===== src/rtl/fpst_pkg.sv =====
package fpst_pkg;
   typedef enum logic [1:0] {
      SZ_BAD    = 2'b00,
      SZ_HALF   = 2'b01,
      SZ_SINGLE = 2'b10,
      SZ_DOUBLE = 2'b11
   } elem_sz_t;

   typedef enum logic [1:0] {
      ST_IDLE  = 2'b00,
      ST_BEAT0 = 2'b01,
      ST_BEAT1 = 2'b10
   } wseq_st_t;

   localparam int unsigned INSTR_W = 32;
   localparam int unsigned WORD_W  = 32;
   localparam int unsigned IDX_W   = 5;
endpackage


===== src/rtl/fpst_decode.sv =====
module fpst_decode
   import fpst_pkg::*;
#(
   parameter bit HALF_SUPPORT = 1'b1
) (
   input  logic [INSTR_W-1:0] instr,
   input  logic               compact,
   input  logic               pred_blk,
   input  logic               cond_pass,
   input  logic               fp_en,
   input  logic               half_ok,
   output logic               undef,
   output logic               unpred,
   output elem_sz_t           esz,
   output logic               add,
   output logic [9:0]         off,
   output logic [IDX_W-1:0]   idx,
   output logic               dbl
);
   logic       half_avail;
   logic       fixed_ok;
   logic       enc_undef;
   logic       unpred_raw;
   logic [3:0] cond_f;
   logic [3:0] rn_f;
   logic [3:0] vd_f;
   logic       d_f;
   logic [7:0] imm_f;

   generate
      if (HALF_SUPPORT) begin : g_half
         assign half_avail = half_ok;
      end else begin : g_nohalf
         assign half_avail = 1'b0;
      end
   endgenerate

   always_comb begin
      cond_f = instr[31:28];
      rn_f   = instr[19:16];
      vd_f   = instr[15:12];
      d_f    = instr[22];
      imm_f  = instr[7:0];
      esz    = elem_sz_t'(instr[9:8]);
      add    = instr[23];
      fixed_ok = (instr[27:24] == 4'b1101) && (instr[21:20] == 2'b00)
              && (instr[11:10] == 2'b10)
              && (compact ? (cond_f == 4'b1110) : (cond_f != 4'b1111));
      enc_undef = !fixed_ok || (esz == SZ_BAD) || ((esz == SZ_HALF) && !half_avail);
      undef  = enc_undef || (cond_pass && !fp_en);
      unpred_raw = ((esz == SZ_HALF) && (compact ? pred_blk : (cond_f != 4'b1110)))
                || (compact && (rn_f == 4'hF));
      unpred = !undef && unpred_raw;
      off    = (esz == SZ_HALF) ? {1'b0, imm_f, 1'b0} : {imm_f, 2'b00};
      dbl    = (esz == SZ_DOUBLE);
      idx    = dbl ? {d_f, vd_f} : {vd_f, d_f};
   end
endmodule


===== src/rtl/fpst_agen.sv =====
module fpst_agen #(
   parameter int unsigned ADDR_W = 32
) (
   input  logic [ADDR_W-1:0] base,
   input  logic              add,
   input  logic [9:0]        off,
   output logic [ADDR_W-1:0] addr
);
   localparam int unsigned PAD_W = ADDR_W - 10;
   logic [ADDR_W-1:0] off_ext;

   assign off_ext = {{PAD_W{1'b0}}, off};
   assign addr    = add ? (base + off_ext) : (base - off_ext);
endmodule


===== src/rtl/fpst_wseq.sv =====
module fpst_wseq
   import fpst_pkg::*;
#(
   parameter int unsigned ADDR_W = 32
) (
   input  logic              clk,
   input  logic              rst_n,
   input  logic              start,
   input  elem_sz_t          esz,
   input  logic              big_end,
   input  logic [ADDR_W-1:0] addr,
   input  logic [63:0]       rdata,
   output logic              busy,
   output logic              mem_valid,
   input  logic              mem_ready,
   output logic [ADDR_W-1:0] mem_addr,
   output logic [WORD_W-1:0] mem_data,
   output logic [3:0]        mem_strb
);
   localparam logic [ADDR_W-1:0] WORD_STEP = ADDR_W'(4);

   wseq_st_t          st;
   logic [ADDR_W-1:0] a0_q;
   logic [WORD_W-1:0] d0_q;
   logic [WORD_W-1:0] d1_q;
   logic [3:0]        s0_q;
   logic              two_q;

   always_ff @(posedge clk or negedge rst_n) begin
      if (!rst_n) begin
         st    <= ST_IDLE;
         a0_q  <= '0;
         d0_q  <= '0;
         d1_q  <= '0;
         s0_q  <= '0;
         two_q <= 1'b0;
      end else begin
         case (st)
            ST_IDLE: if (start) begin
               st    <= ST_BEAT0;
               a0_q  <= addr;
               two_q <= (esz == SZ_DOUBLE);
               case (esz)
                  SZ_HALF: begin
                     d0_q <= {2{rdata[15:0]}};
                     s0_q <= addr[1] ? 4'b1100 : 4'b0011;
                  end
                  SZ_DOUBLE: begin
                     d0_q <= big_end ? rdata[63:32] : rdata[31:0];
                     d1_q <= big_end ? rdata[31:0]  : rdata[63:32];
                     s0_q <= 4'b1111;
                  end
                  default: begin
                     d0_q <= rdata[31:0];
                     s0_q <= 4'b1111;
                  end
               endcase
            end
            ST_BEAT0: if (mem_ready) st <= two_q ? ST_BEAT1 : ST_IDLE;
            ST_BEAT1: if (mem_ready) st <= ST_IDLE;
            default:  st <= ST_IDLE;
         endcase
      end
   end

   assign busy      = (st != ST_IDLE);
   assign mem_valid = busy;
   assign mem_addr  = (st == ST_BEAT1) ? (a0_q + WORD_STEP) : a0_q;
   assign mem_data  = (st == ST_BEAT1) ? d1_q : d0_q;
   assign mem_strb  = (st == ST_BEAT1) ? 4'b1111 : s0_q;
endmodule


===== src/rtl/fpst_unit.sv =====
module fpst_unit
   import fpst_pkg::*;
#(
   parameter int unsigned ADDR_W       = 32,
   parameter bit          HALF_SUPPORT = 1'b1
) (
   input  logic              clk,
   input  logic              rst_n,
   input  logic              in_valid,
   input  logic [31:0]       in_instr,
   input  logic              in_compact,
   input  logic              in_pred_blk,
   input  logic              in_cond_pass,
   input  logic              in_fp_en,
   input  logic              in_half_ok,
   input  logic              in_big_end,
   input  logic [ADDR_W-1:0] in_base,
   output logic [4:0]        rf_idx,
   output logic              rf_dbl,
   input  logic [63:0]       rf_rdata,
   output logic              busy,
   output logic              flag_undef,
   output logic              flag_unpred,
   output logic              mem_valid,
   input  logic              mem_ready,
   output logic [ADDR_W-1:0] mem_addr,
   output logic [31:0]       mem_data,
   output logic [3:0]        mem_strb
);
   generate
      if (ADDR_W < 12 || ADDR_W > 64) begin : g_bad_addr_w
         $error("fpst_unit: ADDR_W must lie in 12..64");
      end
      if (INSTR_W != 32 || WORD_W != 32 || IDX_W != 5) begin : g_bad_pkg
         $error("fpst_unit: package widths out of range");
      end
   endgenerate

   logic              dec_undef;
   logic              dec_unpred;
   elem_sz_t          dec_esz;
   logic              dec_add;
   logic [9:0]        dec_off;
   logic [ADDR_W-1:0] eff_addr;
   logic              accept;
   logic              start;

   fpst_decode #(.HALF_SUPPORT(HALF_SUPPORT)) dec_i (
      .instr     (in_instr),
      .compact   (in_compact),
      .pred_blk  (in_pred_blk),
      .cond_pass (in_cond_pass),
      .fp_en     (in_fp_en),
      .half_ok   (in_half_ok),
      .undef     (dec_undef),
      .unpred    (dec_unpred),
      .esz       (dec_esz),
      .add       (dec_add),
      .off       (dec_off),
      .idx       (rf_idx),
      .dbl       (rf_dbl)
   );

   fpst_agen #(.ADDR_W(ADDR_W)) agen_i (
      .base (in_base),
      .add  (dec_add),
      .off  (dec_off),
      .addr (eff_addr)
   );

   assign accept      = in_valid && !busy;
   assign flag_undef  = accept && dec_undef;
   assign flag_unpred = accept && dec_unpred;
   assign start       = accept && in_cond_pass && !dec_undef && !dec_unpred;

   fpst_wseq #(.ADDR_W(ADDR_W)) wseq_i (
      .clk       (clk),
      .rst_n     (rst_n),
      .start     (start),
      .esz       (dec_esz),
      .big_end   (in_big_end),
      .addr      (eff_addr),
      .rdata     (rf_rdata),
      .busy      (busy),
      .mem_valid (mem_valid),
      .mem_ready (mem_ready),
      .mem_addr  (mem_addr),
      .mem_data  (mem_data),
      .mem_strb  (mem_strb)
   );
endmodule


===== config.mk =====
export PLATFORM = sky130hd
export DESIGN_NAME = fpst_unit
export DESIGN_NICKNAME = d
export VERILOG_FILES = /design/src/rtl/fpst_pkg.sv /design/src/rtl/fpst_decode.sv /design/src/rtl/fpst_agen.sv /design/src/rtl/fpst_wseq.sv /design/src/rtl/fpst_unit.sv
export SDC_FILE = /design/constraint.sdc
export NUM_CORES = 1
export LEC_CHECK = 0
export BUFFER_PORTS_ARGS = -buffer_cell sky130_fd_sc_hd__buf_4
export CORE_MARGIN = 4
export CORE_UTILIZATION = 50
export DETAILED_ROUTE_END_ITERATION = 12
export PLACE_DENSITY = 0.79
export SYNTH_ARGS = -nofsm -noshare
export SYNTH_HDL_FRONTEND = slang
export SYNTH_HIERARCHICAL = 1
export SYNTH_SLANG_ARGS = --single-unit

===== constraint.sdc =====
create_clock -name clk -period 2.4 [get_ports clk]
set_input_delay 0.12 -clock clk [delete_from_list [all_inputs] [get_ports clk]]
set_output_delay 0.12 -clock clk [all_outputs]
set_load 0.01 [all_outputs]

==> impl_metrics.env <==
export IMPL_status="finished with violations"
export IMPL_violations="setup timing"
export IMPL_cts_buffer_depth=2
export IMPL_vias_per_cell=5.765
export IMPL_diodes=0
export IMPL_drtAntennaViolNets=0
export IMPL_clk_latency_ns=0.35
export IMPL_powerDensity_nw_per_um2=437.2
export IMPL_async_flop_share=1.000
export IMPL_placed_area_sq_um=10440
export IMPL_die_w_um=131.9
export IMPL_dr_total_vias=8573
export IMPL_synth_cell_types=68
export IMPL_first_global_vias=8095
export IMPL_synth_nets=1149
export IMPL_routed_wl_mm=26.98
export IMPL_drive_gt1_frac=0.3603
export IMPL_grt_overflow_total=0
export IMPL_gp_congestion=0.9243
export IMPL_fillers=1115
export IMPL_holdWs_ns=0.03040
export IMPL_fin_crit_ns=3.503
export IMPL_critical_path_arrival_ns=3.78
export IMPL_setup_slack_ns=-1.103
export IMPL_cp_end_kind="flop"
export IMPL_mostFrequentLayoutCells="buf_4 (346), nand2_1 (260), dfrtp_1 (100), nor2_1 (89), a21oi_1 (75)"
export IMPL_peakVddDrop_mv=0.3412
export IMPL_fin_crit_sh=1.460
export IMPL_die_area_sq_um=17400
export IMPL_antenna_found_initial=0
export IMPL_track_usage=0.2807
export IMPL_synthFlopType="dfrtp_1"
export IMPL_synth_edf_count=0
export IMPL_hold_class="primary input to flop"
export IMPL_drv_cap=0
export IMPL_syn_area_per_cell_sq_um=7.864
export IMPL_ys_ff_latch=101
export IMPL_cts_clk_slew_worst_paths_ns=0.07
export IMPL_htreeDepth=3
export IMPL_drt_initial_drc_count=849
export IMPL_hold_viol_final=0
export IMPL_setup_viol=24
export IMPL_cts_buffers=9
export IMPL_rows=45
export IMPL_dp_cells=1454
export IMPL_worst_clock_skew_ns=0.01109
export IMPL_yosysWarnings=6
export IMPL_crit_type="primary input to flop"
export IMPL_slew_headroom=0.5266
export IMPL_postSynthCellCount=976
export IMPL_finalNetCount=1467
export IMPL_cp_max_fo=5
export IMPL_worst_pin_slew_ns=0.7082
export IMPL_area_growth_pct=45.65
export IMPL_drc=0
export IMPL_rsz0062_at_grt="true"
export IMPL_port_buffers=215
export IMPL_initial_utilization=0.5067
export IMPL_root_buffer="clkbuf_16"
export IMPL_dpl_hpwl_mm=19.05
export IMPL_cp_start_kind="primary input"
export IMPL_core_area_sq_um=15150
export IMPL_die_height_um=131.9
export IMPL_yosysSeqAreaShare=0.3293
export IMPL_timing_fmax_ghz=0.2855
export IMPL_ios=216
export IMPL_cts_sinks=101
export IMPL_post_place_ws_ns=-1.376
export IMPL_worstPathRequired_ns=2.67
export IMPL_final_common_cell="buf_4"
export IMPL_total_power_mw=4.887
export IMPL_cts_tree="yes"
export IMPL_first_pass_iters=5
export IMPL_final_area_sq_um=11180
export IMPL_grt_max_degree=58
export IMPL_drv_slew=0
export IMPL_netlist_area_sq_um=7675
export IMPL_fin_cells=1487
export IMPL_p_leak_nw=5.776
export IMPL_grt_first_pass_wirelength_mm=40.41
export IMPL_wl_per_cell_um=18.14
-- registers in the layout (all words and copies together), names as in the netlist --
register,cells
wseq_i/a0_q,32
wseq_i/d1_q,32
wseq_i/two_q,1
wseq_i/st,2
wseq_i/d0_q,32
wseq_i/s0_q,2
-- layer usage --
layer  vias to the layer above  wire, um  part of all wire  global-route usage
met1                      4003     10850              0.40              0.3686
li1                       3997         -                 -                   -
met5                         -         0                 0                   0
met4                         0      1297             0.048              0.1295
met3                        80      1817             0.067             0.03550
met2                       493     13010              0.48              0.4632
-- Yosys cell counts (9+ instances only) --
library cell,number,share of area
xnor2_1,36,0.041
clkbuf_1,39,0.019
a31oi_1,25,0.020
nand4_1,11,0.0090
o21ai_0,23,0.015
a21o_1,9,0.0088
nand3_1,18,0.012
mux2_2,14,0.021
and3_1,9,0.0073
nand2_1,264,0.13
dfrtp_1,101,0.33
a221oi_1,17,0.019
a21oi_1,79,0.052
inv_1,17,0.0083
ha_1,34,0.055
buf_4,9,0.0088
nor2_1,99,0.048
mux2i_1,32,0.042
xor2_1,29,0.033
-- stage by stage --
| step | utilization | setup TNS (ns) |
|---|---|---|
| 6_report | 0.7380 | -21.32 |
| 5_1_grt | 0.7380 | -25.27 |
| 4_1_cts | 0.7223 | -18.85 |
| 3_5_place_dp | 0.6893 | -30.71 |
| 3_3_place_gp | 0.6893 | -26.08 |
| 2_1_floorplan | - | -22.32 |
-- cell families (layout without fill, tap and decap cells) --
| kind of cell | Yosys count | count (layout) | share of synthesized area |
|---|---|---|---|
| AOI/OAI and AO/OA | 188 | 188 | 0.1614 |
| xor gates and xnor gates | 66 | 66 | 0.07630 |
| adders and majority gates | 35 | 35 | 0.05804 |
| buffers and inverters | 77 | 400 | 0.04548 |
| DFF | 101 | 101 | 0.3293 |
| muxes | 46 | 46 | 0.06228 |
| other | 1 | 1 | 0.0004886 |
| and+or+nand+nor | 462 | 462 | 0.2667 |
-- critical path, cell delays in order --
cell and delay [ns]:
buf_6 0.09, nand2b_4 0.16, mux2_4 0.33, nor2_4 0.12
nor4b_4 0.22, nor3b_4 0.26, nor3b_2 0.20, ha_1 0.25
mux2_4 0.29, ha_4 0.23, buf_4 0.14, and3_1 0.17
o21ai_2 0.16, o211a_4 0.22, o22a_4 0.17, o221ai_4 0.13
a31oi_1 0.24, xnor2_1 0.15, nand2_1 0.07, o21ai_1 0.07
-- cell type report --
type	instances	area [sq um]	area share
inverter	17	63.81	0.005709
clock buffer	9	225.2	0.02015
clock inverter	7	83.83	0.007499
tap	188	235.2	0.02104
sequential	101	2529	0.2262
multi-input combinational	798	5149	0.4606
timing repair buffer	367	2893	0.2588
-- final timing paths --
| check | from | end | slack [ns] | cells past startpoint |
|---|---|---|---|---|
| worst max-delay path | in_instr[9] | wseq_i/a0_q[26]$_DFFE_PN0P_ | -1.10 | 20 |
| worst min-delay path | rf_rdata[23] | wseq_i/d0_q[23]$_DFFE_PN0P_ | 0.03 | 3 |
| worst max register to register | wseq_i/st[0]$_DFFE_PN0P_ | wseq_i/d1_q[30]$_DFFE_PN0P_ | 0.31 | 9 |
| worst min register to register | wseq_i/two_q$_DFFE_PN0P_ | wseq_i/two_q$_DFFE_PN0P_ | 0.51 | 1 |
| max in group asynchronous | rst_n | wseq_i/a0_q[19]$_DFFE_PN0P_ | 1.35 | 3 |
| min in group asynchronous | rst_n | wseq_i/d1_q[27]$_DFFE_PN0P_ | 0.33 | 2 |
-- report_power, final --
| part | total [mW] | leakage (nW) | switching, mW | internal (mW) |
|---|---|---|---|---|
| logic | 1.63 | 4.25 | 0.791 | 0.844 |
| registers | 1.73 | 1.39 | 0.0134 | 1.72 |
| clock network | 1.52 | 0.142 | 0.697 | 0.826 |
-- what timing repair did --
item                       CTS  global route
pin swaps                   25            28
setup endpoints to repair   29            40
hold endpoints to repair    46             0
hold buffers                 2             0
setup buffers               16            10
gates resized for setup     27            50
Power figures use the tool's default switching activity.
